**src/rtl/kfw_pkg.sv**
```systemverilog
// Shared constants and the control register view for the keyed-feed watchdog.
package kfw_pkg;
    localparam logic [7:0] KEY_ARM  = 8'h1E;  // first feed byte
    localparam logic [7:0] KEY_FIRE = 8'hE1;  // second feed byte
    localparam int RATE_W  = 3;
    localparam int OVF_POS = 5;
    localparam int RUN_POS = 4;
    localparam int SEL_POS = 3;

    typedef struct packed {
        logic              ovf;
        logic              run;
        logic              sel;
        logic [RATE_W-1:0] rate;
    } wd_ctrl_t;
endpackage

```
**src/rtl/kfw_tick_gen.sv**
```systemverilog
// Tick generator: produces a single-cycle count-enable pulse, either every
// DIV CPU clocks from a local prescaler or from an already synchronised slow
// tick. Assumes DIV >= 2. The prescaler is held at zero while stopped,
// restarted, or unselected, so the tick phase is known after every restart.
module kfw_tick_gen #(
    parameter int DIV = 6
) (
    input  logic clk,
    input  logic rst_n,
    input  logic run_i,
    input  logic use_div_i,
    input  logic restart_i,
    input  logic slow_tick_i,
    output logic tick_o
);
    localparam int PW = $clog2(DIV);

    logic [PW-1:0] pre_q;
    logic          wrap;

    assign wrap = (pre_q == PW'(DIV - 1));

    // prescaler: counts CPU clocks modulo DIV while the divided source is in use
    always_ff @(posedge clk) begin
        if (!rst_n) begin
            pre_q <= '0;
        end else if (!run_i || restart_i || !use_div_i || wrap) begin
            pre_q <= '0;
        end else begin
            pre_q <= pre_q + PW'(1);
        end
    end

    // tick select: divided clock or slow tick, gated by run and restart
    always_comb begin
        tick_o = run_i && !restart_i && (use_div_i ? wrap : slow_tick_i);
    end
endmodule

```
**src/rtl/kfw_key_match.sv**
```systemverilog
// Feed key matcher: arms on a feed write of the first key byte and reports a
// valid feed when the next feed write is the second key byte. Any other feed
// byte disarms the key. Writes on other ports do not touch the armed state.
module kfw_key_match
    import kfw_pkg::*;
(
    input  logic       clk,
    input  logic       rst_n,
    input  logic       wr_i,
    input  logic [7:0] data_i,
    output logic       armed_o,
    output logic       feed_ok_o
);
    logic armed_q;

    // armed flag: follows whether the last feed byte was the first key byte
    always_ff @(posedge clk) begin
        if (!rst_n) begin
            armed_q <= 1'b0;
        end else if (wr_i) begin
            armed_q <= (data_i == KEY_ARM);
        end
    end

    // valid feed detection in the cycle of the second byte's write
    always_comb begin
        feed_ok_o = wr_i && armed_q && (data_i == KEY_FIRE);
        armed_o   = armed_q;
    end
endmodule

```
**src/rtl/kfw_count_core.sv**
```systemverilog
// Timeout counter: advances on each tick while running, and expires on the
// tick that completes 2^BASE_SHIFT << rate ticks. It is cleared while
// stopped, on a valid feed and at expiry. A rate lowered mid-count below the
// current value expires on the next tick.
module kfw_count_core #(
    parameter int BASE_SHIFT = 13,
    parameter int RATE_W     = 3,
    parameter int CNT_W      = BASE_SHIFT + (1 << RATE_W)
) (
    input  logic              clk,
    input  logic              rst_n,
    input  logic              run_i,
    input  logic              clear_i,
    input  logic              tick_i,
    input  logic [RATE_W-1:0] rate_i,
    output logic [CNT_W-1:0]  cnt_o,
    output logic              expire_o
);
    logic [CNT_W-1:0] cnt_q;
    logic [CNT_W-1:0] last_val;

    // terminal value: one less than the selected timeout length
    always_comb begin
        last_val = (CNT_W'(1) << (BASE_SHIFT + int'(rate_i))) - CNT_W'(1);
        expire_o = tick_i && run_i && !clear_i && (cnt_q >= last_val);
        cnt_o    = cnt_q;
    end

    // tick counter with clear on stop, feed and expiry
    always_ff @(posedge clk) begin
        if (!rst_n) begin
            cnt_q <= '0;
        end else if (!run_i || clear_i || expire_o) begin
            cnt_q <= '0;
        end else if (tick_i) begin
            cnt_q <= cnt_q + CNT_W'(1);
        end
    end
endmodule

```
**src/rtl/kfw_pulse_stretch.sv**
```systemverilog
// Reset pulse stretcher: turns a single-cycle expiry into a LEN-cycle high
// pulse that starts in the cycle after the expiry edge. Assumes LEN >= 1.
module kfw_pulse_stretch #(
    parameter int LEN = 16
) (
    input  logic clk,
    input  logic rst_n,
    input  logic fire_i,
    output logic pulse_o
);
    localparam int PW = $clog2(LEN + 1);

    logic [PW-1:0] left_q;

    // remaining pulse length: loaded on fire, counted down to zero
    always_ff @(posedge clk) begin
        if (!rst_n) begin
            left_q <= '0;
        end else if (fire_i) begin
            left_q <= PW'(LEN);
        end else if (left_q != '0) begin
            left_q <= left_q - PW'(1);
        end
    end

    // output high while cycles remain
    always_comb begin
        pulse_o = (left_q != '0);
    end
endmodule

```
**src/rtl/kfw_watchdog.sv**
```systemverilog
// Keyed-feed watchdog top: holds the control register and wires the tick
// generator, key matcher, timeout counter and reset pulse stretcher.
// Assumes slow_tick_i is synchronous to clk and that wd_cause_i is valid
// while rst_n is low. The lock input overrides the run and clock-select bits
// without changing what software stored.
module kfw_watchdog
    import kfw_pkg::*;
#(
    parameter int BASE_SHIFT = 13,
    parameter int DIV        = 6,
    parameter int PULSE_CYC  = 16
) (
    input  logic       clk,
    input  logic       rst_n,
    input  logic       cfg_lock_i,
    input  logic       wd_cause_i,
    input  logic       slow_tick_i,
    input  logic       ctrl_we_i,
    input  logic [7:0] ctrl_wdata_i,
    output logic [7:0] ctrl_rdata_o,
    input  logic       feed_we_i,
    input  logic [7:0] feed_wdata_i,
    output logic       wd_rst_o
);
    localparam int CNT_W = BASE_SHIFT + (1 << RATE_W);

    wd_ctrl_t         ctrl_q;
    logic             run_eff;
    logic             sel_eff;
    logic             tick;
    logic             key_armed;
    logic             feed_ok;
    logic             expire;
    logic [CNT_W-1:0] cnt_q;

    // forced view of run and clock select under the configuration lock
    always_comb begin
        run_eff = ctrl_q.run | cfg_lock_i;
        sel_eff = ctrl_q.sel & ~cfg_lock_i;
    end

    // control register: reset value by cause, software fields, overflow flag
    always_ff @(posedge clk) begin
        if (!rst_n) begin
            ctrl_q.ovf  <= wd_cause_i;
            ctrl_q.run  <= wd_cause_i | cfg_lock_i;
            ctrl_q.sel  <= 1'b0;
            ctrl_q.rate <= '0;
        end else begin
            if (ctrl_we_i) begin
                ctrl_q.run  <= ctrl_wdata_i[RUN_POS];
                ctrl_q.sel  <= ctrl_wdata_i[SEL_POS];
                ctrl_q.rate <= ctrl_wdata_i[RATE_W-1:0];
            end
            if (expire) begin
                ctrl_q.ovf <= 1'b1;
            end else if (feed_ok) begin
                ctrl_q.ovf <= 1'b0;
            end
        end
    end

    // read view: reserved bits zero, forced bits shown as they act
    always_comb begin
        ctrl_rdata_o = {2'b00, ctrl_q.ovf, run_eff, sel_eff, ctrl_q.rate};
    end

    kfw_tick_gen #(
        .DIV (DIV)
    ) u_tick (
        .clk         (clk),
        .rst_n       (rst_n),
        .run_i       (run_eff),
        .use_div_i   (sel_eff),
        .restart_i   (feed_ok),
        .slow_tick_i (slow_tick_i),
        .tick_o      (tick)
    );

    kfw_key_match u_key (
        .clk       (clk),
        .rst_n     (rst_n),
        .wr_i      (feed_we_i),
        .data_i    (feed_wdata_i),
        .armed_o   (key_armed),
        .feed_ok_o (feed_ok)
    );

    kfw_count_core #(
        .BASE_SHIFT (BASE_SHIFT),
        .RATE_W     (RATE_W),
        .CNT_W      (CNT_W)
    ) u_count (
        .clk      (clk),
        .rst_n    (rst_n),
        .run_i    (run_eff),
        .clear_i  (feed_ok),
        .tick_i   (tick),
        .rate_i   (ctrl_q.rate),
        .cnt_o    (cnt_q),
        .expire_o (expire)
    );

    kfw_pulse_stretch #(
        .LEN (PULSE_CYC)
    ) u_pulse (
        .clk     (clk),
        .rst_n   (rst_n),
        .fire_i  (expire),
        .pulse_o (wd_rst_o)
    );
endmodule

```
**config.mk**
```make
export PLATFORM = sky130hd
export DESIGN_NAME = kfw_watchdog
export DESIGN_NICKNAME = d
export VERILOG_FILES = /design/src/rtl/kfw_pkg.sv /design/src/rtl/kfw_tick_gen.sv /design/src/rtl/kfw_key_match.sv /design/src/rtl/kfw_count_core.sv /design/src/rtl/kfw_pulse_stretch.sv /design/src/rtl/kfw_watchdog.sv
export SDC_FILE = /design/constraint.sdc
export NUM_CORES = 1
export LEC_CHECK = 0
export ABC_AREA = 1
export BUFFER_PORTS_ARGS = -buffer_cell sky130_fd_sc_hd__buf_2
export CAP_MARGIN = 20
export CORE_MARGIN = 3
export CORE_UTILIZATION = 60
export DETAILED_ROUTE_END_ITERATION = 7
export PLACE_DENSITY = 0.86
export SLEW_MARGIN = 0
export SYNTH_ARGS = -nofsm -noshare
export SYNTH_HDL_FRONTEND = slang
export SYNTH_SLANG_ARGS = --single-unit
```
**constraint.sdc**
```tcl
create_clock -name clk -period 5.19 [get_ports clk]
set_clock_uncertainty 0.2 [all_clocks]
set_input_delay 0.519 -clock clk [delete_from_list [all_inputs] [get_ports clk]]
set_output_delay 0.519 -clock clk [all_outputs]
set_load 0.01 [all_outputs]
```
=== Word-level counts from Yosys, hierarchy flattened ===
Index checks and enable logic that the tools add are counted.

* Register bits after elaboration: 36
* Bits of input ports: 23
* Logic and storage cells: 52

* Add/sub/neg operators: 5
* $lt $le $gt $ge: 1
* Equal/unequal tests: 5
* Shift operators: 1
* Multiplexer cells: 7
* Bitwise operators: 5
* Reduce and logical (&&, ||, !) cells: 19

{| class="wikitable"
|+ Operator list
! cell !! number
|-
| left shift 1 x 32 -> 21 bit, first input constant || 1
|-
| adder 21 x 1 -> 21 bit, second input constant || 1
|-
| >= comparator 21 bit || 1
|-
| subtractor 21 x 2 -> 21 bit, second input constant || 1
|-
| 2-to-1 mux 5 bit || 3
|-
| == test 8 x 5 -> 1 bit, second input constant || 1
|-
| == test 8 bit, second input constant || 1
|-
| logical AND 1 bit || 7
|-
| 2-to-1 mux 6 bit || 1
|-
| OR reduction 2 bit || 3
|-
| adder 4 x 3 -> 5 bit, first input constant || 1
|-
| nonzero test 5 bit || 1
|-
| subtractor 5 x 1 -> 5 bit, second input constant || 1
|-
| logical OR 1 bit || 4
|-
| adder 3 x 1 -> 3 bit, second input constant || 1
|-
| == test 3 bit, second input constant || 1
|-
| zero test 1 bit || 3
|-
| 2-to-1 mux 1 bit || 3
|-
| != test 3 x 1 -> 1 bit, second input constant || 1
|-
| != test 2 x 1 -> 1 bit, second input constant || 1
|-
| NOT 1 bit || 2
|-
| OR 1 bit || 2
|-
| nonzero test 2 bit || 1
|-
| bitwise AND 1 bit || 1
|}

=== Logic depth before layout (Yosys ltp) ===
Gate-level depths: netlist of the first run.

* Depth after elaboration: 10
* Depth in mapped cells: 27
* Depth with buffers taken out: 25

=== Modules after synthesis ===
Synthesis of the first run repeated with hierarchy kept, for this count alone.

* Cell total of the unflattened synthesis: 460
* Area total of the unflattened synthesis: 2974.1 um^2

{| class="wikitable"
|+ Modules (own cells, without submodules)
! module !! times used !! cells each !! area each (um^2) !! seq. area each (um^2)
|-
| kfw_count_core || 1 || 338 || 2104.5 || 420.4
|-
| kfw_watchdog || 1 || 49 || 366.6 || 140.1
|-
| kfw_pulse_stretch || 1 || 34 || 247.7 || 100.1
|-
| kfw_tick_gen || 1 || 19 || 153.9 || 60.1
|-
| kfw_key_match || 1 || 20 || 101.3 || 20.0
|}

=== Worst setup path after synthesis of the first run ===
Ideal clock, no wire load.

* Path type: register -> register
* Start point: reg ctrl_q, in the netlist ctrl_rdata_o[0]
* End point: reg u_count.cnt_q[1] (netlist: u_count.cnt_o[1])
* Data arrival time: 3.637 ns
* Required time: 4.928 ns
* Slack: 1.291 ns
* Cell stages (with the launch flop): 28
* Period minus slack after synthesis: 3.899 ns
* Cells stage by stage: dfxtp_1 > buf_6 > nand2_2 > ha_1 > inv_2 > nor2_1 > nand2_1 > ha_1 > and3_1 > nand2_1 > nor2_1 > inv_1 > nor2_1 > nand3_1 > xor2_1 > ha_1 > nand2_1 > inv_1 > o21ai_0 > nand2_1 > a21oi_1 > nand4_1 > nor2_2 > nand2_2 > nand2_4 > nand3_4 > buf_12 > nor2_4

* Word-level cells in the longest chain between the ends: 7

{| class="wikitable"
|+ Ends and longest elaborated chain
! element !! RTL line !! RTL
|-
| start: declaration || kfw_watchdog.sv:27 || <nowiki>wd_ctrl_t ctrl_q;</nowiki>
|-
| adder 4 x 3 -> 5 bit || kfw_count_core.sv:24 || <nowiki>last_val = (CNT_W'(1) << (BASE_SHIFT + int'(rate_i))) - CNT_W'(1);</nowiki>
|-
| left shift 1 x 32 -> 21 bit || kfw_count_core.sv:24 ||
|-
| subtractor 21 x 2 -> 21 bit || kfw_count_core.sv:24 ||
|-
| >= comparator 21 bit || kfw_count_core.sv:25 || <nowiki>expire_o = tick_i && run_i && !clear_i && (cnt_q >= last_val);</nowiki>
|-
| logical AND 1 bit || kfw_count_core.sv:25 ||
|-
| logical OR 1 bit || kfw_count_core.sv:33 || <nowiki>end else if (!run_i || clear_i || expire_o) begin</nowiki>
|-
| OR reduction 2 bit (no source line) || - ||
|-
| end signal: assignment || kfw_count_core.sv:36 || <nowiki>cnt_q <= cnt_q + CNT_W'(1);</nowiki>
|-
| end: declaration || kfw_count_core.sv:19 || <nowiki>logic [CNT_W-1:0] cnt_q;</nowiki>
|}

No other way between the ends.
A chain may end at the register's enable or synchronous reset.

=== Worst setup path after layout of the first run ===
* Start point: reg ctrl_q, in the netlist ctrl_rdata_o[1]
* End point: reg u_count.cnt_q[6] (netlist: u_count.cnt_o[6])

The elaborated chain is that of the path after synthesis.

==> results_dict.tcl, run 1 <==
set metrics [dict create \
    path_clk_slew_ps 70 \
    cp-startpoint "ctrl_rdata_o[1]$_SDFFE_PN0P_" \
    total_power_uw 732.5 \
    htree_levels 2 \
    grt_antenna_before_repair 0 \
    power_density_mw_per_mm2 225.8 \
    peakVddDrop_uv 157.5 \
    p_sw_uw 254.8 \
    std_cell_rows 25 \
    grt.met1_usage_pct 28.83 \
    syn_avg_cell_area_um2 7.096 \
    grt_pass1_wl_um 11200 \
    timing.rr.start "ctrl_rdata_o[1]$_SDFFE_PN0P_" \
    grtUsageMet3_pct 4.343 \
    cp_common_cell "nand2_1" \
    dp_hpwl_um 5066 \
    pin_count 32 \
    final_cell_mix "88 x nand2_1, 55 x inv_1, 47 x nor2_1, 33 x dfxtp_1, 26 x buf_2" \
    netlist_instances 429 \
    overflow 0 \
    dieArea_mm2 0.005964 \
    clkSinkCount 36 \
    grt_use_total_pct 22.82 \
    nFillCells 438 \
    setup_viol 0 \
    cts_setup_buffers 0 \
    clock_path_buffers 2 \
    die_h_um 77.23 \
    p_leak_uw 0.001470 \
    max_freq_ghz 0.2137 \
    diodes 0 \
    drv_slew 0 \
    worstSkewPairLatency_ps 290 \
    setup_tns_ps 0 \
    finalInstanceArea_mm2 0.003244 \
    place.gp.congestion 0.9305 \
    finalHoldViolations 0 \
    synth_seq_cells 36 \
    viasPerCell 5.213 \
    seq_power_share_pct 43.4 \
    worst_hold_path_type "primary input to flip-flop" \
    grt_busiest_layer "met2" \
    area_growth_pct 6.576 \
    start_util_pct 63.19 \
    placed_area_mm2 0.003157 \
    grt_start_max_net_pins 24 \
    root_buffer "clkbuf_8" \
    crit_required_ps 5220 \
    nNetsFinal 494 \
    p_comb_share_pct 30.6 \
    grt_pass1_vias 2633 \
    startpoint_type "flip-flop" \
    vias 2695 \
    cts_made_buffers 5 \
    timing.final.crit_share_pct 90.18 \
    die_w_um 77.23 \
    swShare_pct 34.78 \
    arrival_ps 4710 \
    hold_start "feed_we_i" \
    syn_area_mm2 0.003044 \
    io_buffers 26 \
    ys_warn_count 0 \
    status "completed" \
    drtAntennaViolNets 0 \
    rsz0062_at_grt "no" \
    maxCapViolCount 0 \
    cts_tree "yes" \
    first_iter_violations 214 \
    slowest_delay_ps 450 \
    wirelength_um 6374 \
    remaining_drc_errors 0 \
    drive_gt1_share_pct 17.11 \
    end_kind "flip-flop" \
    wl_per_cell_um 12.33 \
    cp_slowest_cell "dfxtp_1" \
    worstPathMaxFanout 13 \
    timing.final.crit_period_ps 4680 \
    dr.pass1.iters 4 \
    synth.distinct_cells 38 \
    p_int_uw 477.7 \
    grt_util_met2_pct 38.17 \
    clock_power_share_pct 26.0 \
    yosysSeqAreaShare_pct 24.33 \
    path_class "flip-flop to flip-flop" \
    fp.coreArea_mm2 0.004817 \
    final_common_cell "nand2_1" \
]
==> final cells by class <==
cell class	instances	area (um^2)	share of cell area, %
well taps	67	83.83	2.584
clock inverters	2	11.26	0.3471
multi-input cells	319	1953	60.20
clock buffers	6	72.57	2.237
inverters	59	224.0	6.903
repair buffers	28	157.7	4.859
flip-flops and latches	36	742.0	22.87
==> power groups by stage <==
stage / Clock, uW / Sequential [uW] / Combinational (uW)
after global placement: 0 / 322 / 214
after CTS: 196 / 317 / 225
after detailed placement: 0 / 324 / 224
final: 190 / 318 / 224
after global routing: 206 / 321 / 258
after floorplan: 0 / 318 / 185
==> logic make-up (layout without fill, tap and decap cells) <==
kind of cell,Yosys count,count (layout),share of synthesized area [%]
AOI/OAI and AO/OA,36,36,6.453
xor gates and xnor gates,29,29,8.343
adders and majority gates,22,22,9.042
buffers and inverters,75,95,11.71
DFF,36,36,24.33
muxes,6,6,1.973
other,1,2,0.1232
and+or+nand+nor,224,224,38.02
==> critical path: cells and delay by family (launching register included) <==
family | cells | cell delay (ps)
xor+xnor | 1 | 160
fa+ha+maj | 3 | 910
compound gates | 2 | 360
simple gates | 16 | 1990
flops | 1 | 450
buf+inv | 4 | 540
==> per-stage QoR <==
step / hold WS, ps / utilization, % / setup slack, ps / std cells
after global placement: 232.4 / 65.53 / 547.9 / 509
after floorplan: 221.5 / - / 1291 / 430
after CTS: 206.3 / 67.27 / 397.2 / 517
after global routing: 226.3 / 67.35 / 74.84 / 517
final: 216.6 / 67.35 / 509.6 / 517
after detailed placement: 255.2 / 65.53 / 426.5 / 509
==> cell usage after synthesis <==
cell type  instances  area, um^2
nand3_2            1       10.01
nand2_1           88       330.3
nor3_1            12       60.06
nand2_4            2       22.52
and3_1             2       12.51
inv_2              3       11.26
mux2i_1            6       60.06
nand3_1           16       80.08
a31o_2             2       17.52
conb_1             1       3.750
buf_2              2       10.01
buf_6              1       11.26
nor2_1            48       180.2
a21oi_1           12       60.06
buf_12             2       40.04
xnor2_1           11       96.34
a31oi_1            2       12.51
nand4_1           16       100.1
or2_2              2       12.51
dfxtp_1           34       680.7
nor2_4            20       225.2
inv_1             55       206.5
inv_4              1       6.260
nand2_2            3       18.77
nor3_2             1       10.01
ha_1              22       275.3
edfxtp_1           2       60.06
xor2_1            18       157.7
o21ai_0           17       85.08
nand3b_1           2       15.01
nor4_1             6       37.54
a21oi_2            1       8.760
nor2_2             4       25.02
a21boi_0           1       7.510
buf_4              8       60.06
clkbuf_1           3       11.26
nand3_4            1       17.52
o21ai_1            1       5.000
==> final timing paths <==
| path | endpoint | slack (ps) | cells after the start |
|---|---|---|---|
| setup reg to reg | u_count.cnt_o[6]$_SDFFE_PP0P_ | 510 | 26 |
| hold / removal | u_key.armed_o$_SDFFE_PN0P_ | 220 | 2 |
| hold reg to reg | u_tick.pre_q[0]$_SDFF_PP0_ | 270 | 1 |
| setup / recovery | u_count.cnt_o[6]$_SDFFE_PP0P_ | 510 | 26 |
==> layer usage <==
layer,share of wire [%],routed length [um],vias up
met4,2.0,129,0
li1,-,-,1410
met1,45,2845,1208
met5,0,0,-
met3,5.4,346,13
met2,48,3053,64
==> state kept, by name, summed over array words and instances (netlist names) <==
signal,count
u_count.cnt_o,21
ctrl_rdata_o,4
u_tick.pre_q,3
ctrl_q,2
u_pulse.left_q,5
u_key.armed_o,1
==> what timing repair did <==
action / CTS / global route
gates resized for setup: 0 / 2
endpoints found under the setup margin: 0 / 13
hold buffers: 0 / 0
(Power assumes the default switching activity.)
==> run 2: changes to the inputs <==
ABC_AREA = not set   (was 1)
CORE_UTILIZATION = 59   (was 60)
CTS_CLUSTER_DIAMETER = 40   (was not set)
==> run 2 against run 1 <==
Synthesized area shrank 11%. Cell count shrank 23%. Worst hold slack gained 32 ps. Combinational power shrank 6%. Flip-flop and latch count is the same. Critical path depth shrank 10. Clock-buffer cell count grew 2. Global-route usage grew 0.19 points. Fmax grew 9.8%. Final area shrank 12%. Routed wire length shrank 9.9%. Sequential power grew 2%. Highest routed layer unchanged.
==> results_dict.tcl, run 2 <==
set metrics [dict create \
    status "completed" \
    p_leak_uw 0.001146 \
    cts_tree "yes" \
    htree_levels 2 \
    grt_use_total_pct 23.01 \
    synth_xor_xnor_area_share_pct 8.708 \
    clock_power_share_pct 27.9 \
    grt_pass1_wl_um 9908 \
    r2r_end "ctrl_rdata_o[5]$_DFFE_PP_" \
    area_growth_pct 6.114 \
    nNetsFinal 391 \
    timing.final.crit_share_pct 82.10 \
    reg2regPathDepth 16 \
    p_sw_uw 239.1 \
    yosysSeqAreaShare_pct 27.42 \
    dr.pass1.iters 5 \
    syn_area_mm2 0.002701 \
    path_clk_slew_ps 70 \
    synth_seq_cells 36 \
    worst_hold_path_type "flip-flop to flip-flop" \
    yosysMostFrequentCell "nor2_1" \
    largest_register_ffs 21 \
    grt_pass1_vias 2258 \
    cts_made_buffers 5 \
    die_h_um 73.67 \
    drv_slew 0 \
    synth_top_family_by_area "simple AND/OR/NAND/NOR gates" \
    crit_required_ps 5060 \
    placed_area_mm2 0.002776 \
    drive_gt1_share_pct 14.70 \
    io_buffers 26 \
    fp.coreArea_mm2 0.004202 \
    place.gp.congestion 0.8635 \
    postSynth.asyncResetShare_pct 0 \
    wirelength_um 5743 \
    yosysTopAreaCell "dfxtp_1" \
    start_util_pct 64.29 \
    maxCapViolCount 0 \
    p_int_uw 503.9 \
    final_common_cell "nor2_1" \
    finalInstanceArea_mm2 0.002867 \
    netlist_instances 334 \
    setup_viol 0 \
    grt_util_met2_pct 38.78 \
    crit_end "ctrl_rdata_o[5]$_DFFE_PP_" \
    grt_busiest_layer "met2" \
    ys.flop_type "dfxtp_1" \
    viasPerCell 6.068 \
    ctsResizeCount 0 \
    path_class "flip-flop to flip-flop" \
    synth.distinct_cells 67 \
    dieArea_mm2 0.005427 \
    timing.final.crit_period_ps 4261 \
    rsz0062_at_grt "no" \
    synth_common_cells "45 x nor2_1, 34 x dfxtp_1, 29 x nand2_1" \
    grt_start_max_net_pins 23 \
    pin_count 32 \
    ctsHoldBuffers 0 \
    grtUsageMet3_pct 5.198 \
    remaining_drc_errors 0 \
    clock_path_buffers 2 \
    synth.area.mux_share_pct 2.409 \
    die_w_um 73.67 \
    seq_power_share_pct 43.7 \
    r2r_slack_ps 930 \
    finalHoldViolations 0 \
    synthSimpleGateAreaFrac_pct 30.06 \
    max_slew.worst_pin.slew_ps 746.3 \
    synth_edf_count 2 \
    root_buffer "clkbuf_8" \
    end_kind "flip-flop" \
    grt.met1_usage_pct 29.06 \
    worstSkewPairLatency_ps 300 \
    vias 2409 \
    power_density_mw_per_mm2 259.2 \
    std_cell_rows 23 \
    clkSinkCount 36 \
    swShare_pct 32.18 \
    grt_antenna_before_repair 0 \
    diodes 0 \
    fin_util_pct 68.23 \
    p_comb_share_pct 28.4 \
    synthTopCellsByArea "dfxtp_1 25%, ha_1 10%, nor2_1 6.3%" \
    timing.rr.start "ctrl_rdata_o[1]$_SDFFE_PN0P_" \
    synth.top_cell.area_share_pct 25.20 \
    syn_avg_cell_area_um2 8.088 \
    relSlewSlack_pct 49.54 \
    setup_tns_ps 0 \
    arrival_ps 4130 \
    ys_warn_count 0 \
    worstPathMaxFanout 8 \
    cp-startpoint "ctrl_rdata_o[1]$_SDFFE_PN0P_" \
    final_cell_mix "45 x nor2_1, 34 x dfxtp_1, 29 x nand2_1, 26 x buf_2, 22 x ha_1" \
    worstHoldPathCells 1 \
    max_freq_ghz 0.2347 \
    wl_per_cell_um 14.47 \
    total_power_uw 743.0 \
    first_iter_violations 149 \
    peakVddDrop_uv 315.9 \
    drtAntennaViolNets 0 \
    dp_hpwl_um 4320 \
    cts_setup_buffers 0 \
    startpoint_type "flip-flop" \
    synth_compound_area_share_pct 13.66 \
    yosys.area_share.adder_pct 10.19 \
    overflow 0 \
]
## run 2: metrics by stage
step / worst slack, ps / hold slack [ps] / cells
finish: 929.2 / 249.0 / 397
global route: 585.1 / 276.8 / 397
CTS: 956.0 / 253.6 / 397
detailed placement: 984.2 / 240.6 / 389
global placement: 1032 / 233.5 / 389
floorplan: 676.0 / 221.5 / 335
## run 2: metal layers
metal  share of wire (%)  vias up  wire, um
met5                   0        -         0
met4                 1.5        0        89
met3                 7.7       12       442
met2                  47       99      2701
met1                  44     1102      2510
li1                    -     1196         -
## run 2: power by group through the flow
stage | logic (uW) | registers (uW) | clock network, uW
floorplan | 172 | 323 | 0
global placement | 200 | 328 | 0
detailed placement | 209 | 329 | 0
CTS | 211 | 324 | 208
global route | 240 | 327 | 220
finish | 211 | 324 | 207
## run 2: worst min-delay path by stage
stage	start	endpoint	slack, ps
after floorplan	u_tick.pre_q[0]$_SDFF_PP0_	u_tick.pre_q[0]$_SDFF_PP0_	220
after global placement	u_tick.pre_q[0]$_SDFF_PP0_	u_tick.pre_q[0]$_SDFF_PP0_	230
after detailed placement	u_tick.pre_q[0]$_SDFF_PP0_	u_tick.pre_q[0]$_SDFF_PP0_	240
after CTS	u_tick.pre_q[0]$_SDFF_PP0_	u_tick.pre_q[0]$_SDFF_PP0_	250
after global routing	u_tick.pre_q[0]$_SDFF_PP0_	u_tick.pre_q[0]$_SDFF_PP0_	280
final	u_tick.pre_q[0]$_SDFF_PP0_	u_tick.pre_q[0]$_SDFF_PP0_	250
## run 2: area by class of cell
type / count / area [um^2]
fill: 335 / 1335
multi-input combinational: 261 / 1764
timing repair buffer: 31 / 167.7
inverter: 11 / 41.29
clock buffer: 8 / 90.09
tap: 50 / 62.56
sequential: 36 / 740.7
## run 2: critical path, stage by stage, from the launching register on
cell and delay (ps):
dfxtp_1 330, and2_0 290, inv_1 140, ha_1 340, nand4_1 150, ha_1 320, nor2b_1 260, nor3_1 70
a21oi_1 140, a2bb2oi_1 240, ha_1 300, a21oi_1 120, o21ai_0 90, a221oi_1 350, a21o_1 250, nand3_2 200
or2_1 260
## run 2: kinds of logic after synthesis
| group | count (synthesis) |
|---|---|
| buffers and inverters | 38 |
| and+or+nand+nor | 153 |
| xor gates and xnor gates | 26 |
| muxes | 6 |
| other | 1 |
| adders and majority gates | 22 |
| DFF | 36 |
| AOI/OAI and AO/OA | 52 |
==> run 3: changes to the inputs <==
ABC_AREA = 1   (was not set)
CORE_UTILIZATION = 60   (was 59)
clock period = 4.4 ns   (was 5.19 ns; I/O delays follow)
==> run 3 against run 2 <==
Largest power group unchanged. Worst hold slack lost 100 ps. Global-route usage grew 0.093 points. Die area grew 9.9%. Flip-flop and latch count is the same. Critical endpoint is now u_count.cnt_o[18]$_SDFFE_PP0P_. Combinational power grew 30%. Critical path depth grew 10. Fmax grew 3.4%.
==> results_dict.tcl, run 3 (synthesis gave the netlist of run 1 again) <==
set metrics [dict create \
    crit_required_ps 4430 \
    die_h_um 77.23 \
    p_sw_uw 303.8 \
    remaining_drc_errors 0 \
    htree_levels 2 \
    hold_ws_ps 146.0 \
    setup_tns_ps 0 \
    timing.final.crit_period_ps 4122 \
    r2r_slack_ps 280 \
    die_w_um 77.23 \
    grt_antenna_before_repair 0 \
    grt_util_met2_pct 37.91 \
    dieArea_mm2 0.005964 \
    p_int_uw 624.7 \
    swShare_pct 32.72 \
    final_cell_mix "87 x nand2_1, 55 x inv_1, 46 x nor2_1, 33 x dfxtp_1, 26 x buf_2" \
    root_buffer "clkbuf_8" \
    wl_per_cell_um 12.46 \
    pin_count 32 \
    grtUsageMet3_pct 4.343 \
    startpoint_type "flip-flop" \
    cp_slowest_cell "dfxtp_2" \
    place.gp.congestion 0.9515 \
    worstSkewPairLatency_ps 290 \
    ctsHoldBuffers 0 \
    grt_start_max_net_pins 22 \
    setup_viol 0 \
    final_common_cell "nand2_1" \
    cts_made_buffers 5 \
    overflow 0 \
    cp_common_cell "nand2_1" \
    drv_slew 0 \
    area_growth_pct 8.919 \
    p_comb_share_pct 29.6 \
    dp_hpwl_um 5026 \
    seq_power_share_pct 40.1 \
    placed_area_mm2 0.003172 \
    clkSinkCount 36 \
    arrival_ps 4150 \
    end_kind "flip-flop" \
    start_util_pct 63.19 \
    diodes 0 \
    worst_hold_path_type "primary input to flip-flop" \
    clock_path_buffers 2 \
    drtAntennaViolNets 0 \
    cts_setup_buffers 0 \
    status "completed" \
    grt_pass1_vias 2575 \
    first_iter_violations 209 \
    nNetsFinal 496 \
    wirelength_um 6467 \
    viasPerCell 5.326 \
    io_buffers 26 \
    std_cell_rows 25 \
    maxCapViolCount 0 \
    cts_tree "yes" \
    peakVddDrop_uv 216.6 \
    timing.final.crit_share_pct 93.68 \
    grt.met1_usage_pct 30.30 \
    path_clk_slew_ps 70 \
    p_leak_uw 0.001503 \
    grt_pass1_wl_um 11390 \
    worstPathMaxFanout 21 \
    grt_busiest_layer "met2" \
    dr.pass1.iters 5 \
    relSlewSlack_pct 59.61 \
    power_density_mw_per_mm2 280.0 \
    max_slew.worst_pin.slew_ps 604.4 \
    clock_power_share_pct 30.3 \
    finalInstanceArea_mm2 0.003316 \
    fp.coreArea_mm2 0.004817 \
    nFillCells 417 \
    path_class "flip-flop to flip-flop" \
    finalHoldViolations 0 \
    drive_gt1_share_pct 18.36 \
    vias 2764 \
    grt_use_total_pct 23.11 \
    largest_register_ffs 21 \
    max_freq_ghz 0.2426 \
    slowest_delay_ps 400 \
]
## run 3: cell types whose count changed in the layout (fill, tap and decap cells not counted), sizes merged, moves of 4 or more
cell,delta
nand2,+64
inv,+48
nor2,+27
o21ai,+9
nor2b,-8
xor2,+7
nand4,+6
nand2b,-4
xnor2,-4
## run 3: layer usage
layer,vias up,wire [um]
li1,1412,-
met1,1250,2905
met2,86,3084
met3,16,332
met4,0,145
met5,-,0
## run 3: critical path, delay by kind of cell (launching register included)
kind | cells | cell delay [ps]
simple gates | 15 | 1660
compound gates | 2 | 360
fa+ha+maj | 3 | 760
flops | 1 | 400
buf+inv | 5 | 520
xor+xnor | 1 | 160
## run 3: power groups by stage
stage                     Sequential (uW)  Combinational, uW  Clock [uW]
final                                 372                275         281
after global routing                  375                321         305
after CTS                             372                269         290
after detailed placement              379                267           0
after global placement                378                256           0
after floorplan                       375                218           0
## run 3: cell type report
cell class                      instances  area, um^2  share of cell area, %
Clock buffer                            5       68.82                  2.075
Clock inverter                          3       37.54                  1.132
Inverter                               59       224.0                  6.755
Multi-Input combinational cell        319        1979                  59.70
Sequential cell                        36       742.0                  22.38
Tap cell                               67       83.83                  2.528
Timing Repair Buffer                   30       180.2                  5.434
## run 3: path summary, 6_finish.rpt
kind         cells past startpoint                          from                             end
max                             26  ctrl_rdata_o[2]$_SDFFE_PN0P_  u_count.cnt_o[18]$_SDFFE_PP0P_
min reg2reg                      1    u_tick.pre_q[0]$_SDFF_PP0_      u_tick.pre_q[0]$_SDFF_PP0_
max reg2reg                     26  ctrl_rdata_o[2]$_SDFFE_PN0P_  u_count.cnt_o[18]$_SDFFE_PP0P_
min                              2                     feed_we_i      u_key.armed_o$_SDFFE_PN0P_
## run 3: timing repair
action	4_1_cts	5_1_grt
pin swaps	0	1
resized for setup	2	7
setup endpoints to repair	22	28
## run 3: through the flow
stage / power [uW] / cells / utilization [%] / setup slack, ps
after CTS: 930.0 / 519 / 68.13 / 28.72
after global placement: 634.0 / 511 / 65.84 / 88.77
after detailed placement: 645.6 / 511 / 65.84 / -98.15
after global routing: 1001 / 519 / 68.83 / -12.19
after floorplan: 593.5 / 430 / - / 501.3
final: 928.5 / 519 / 68.83 / 278.1
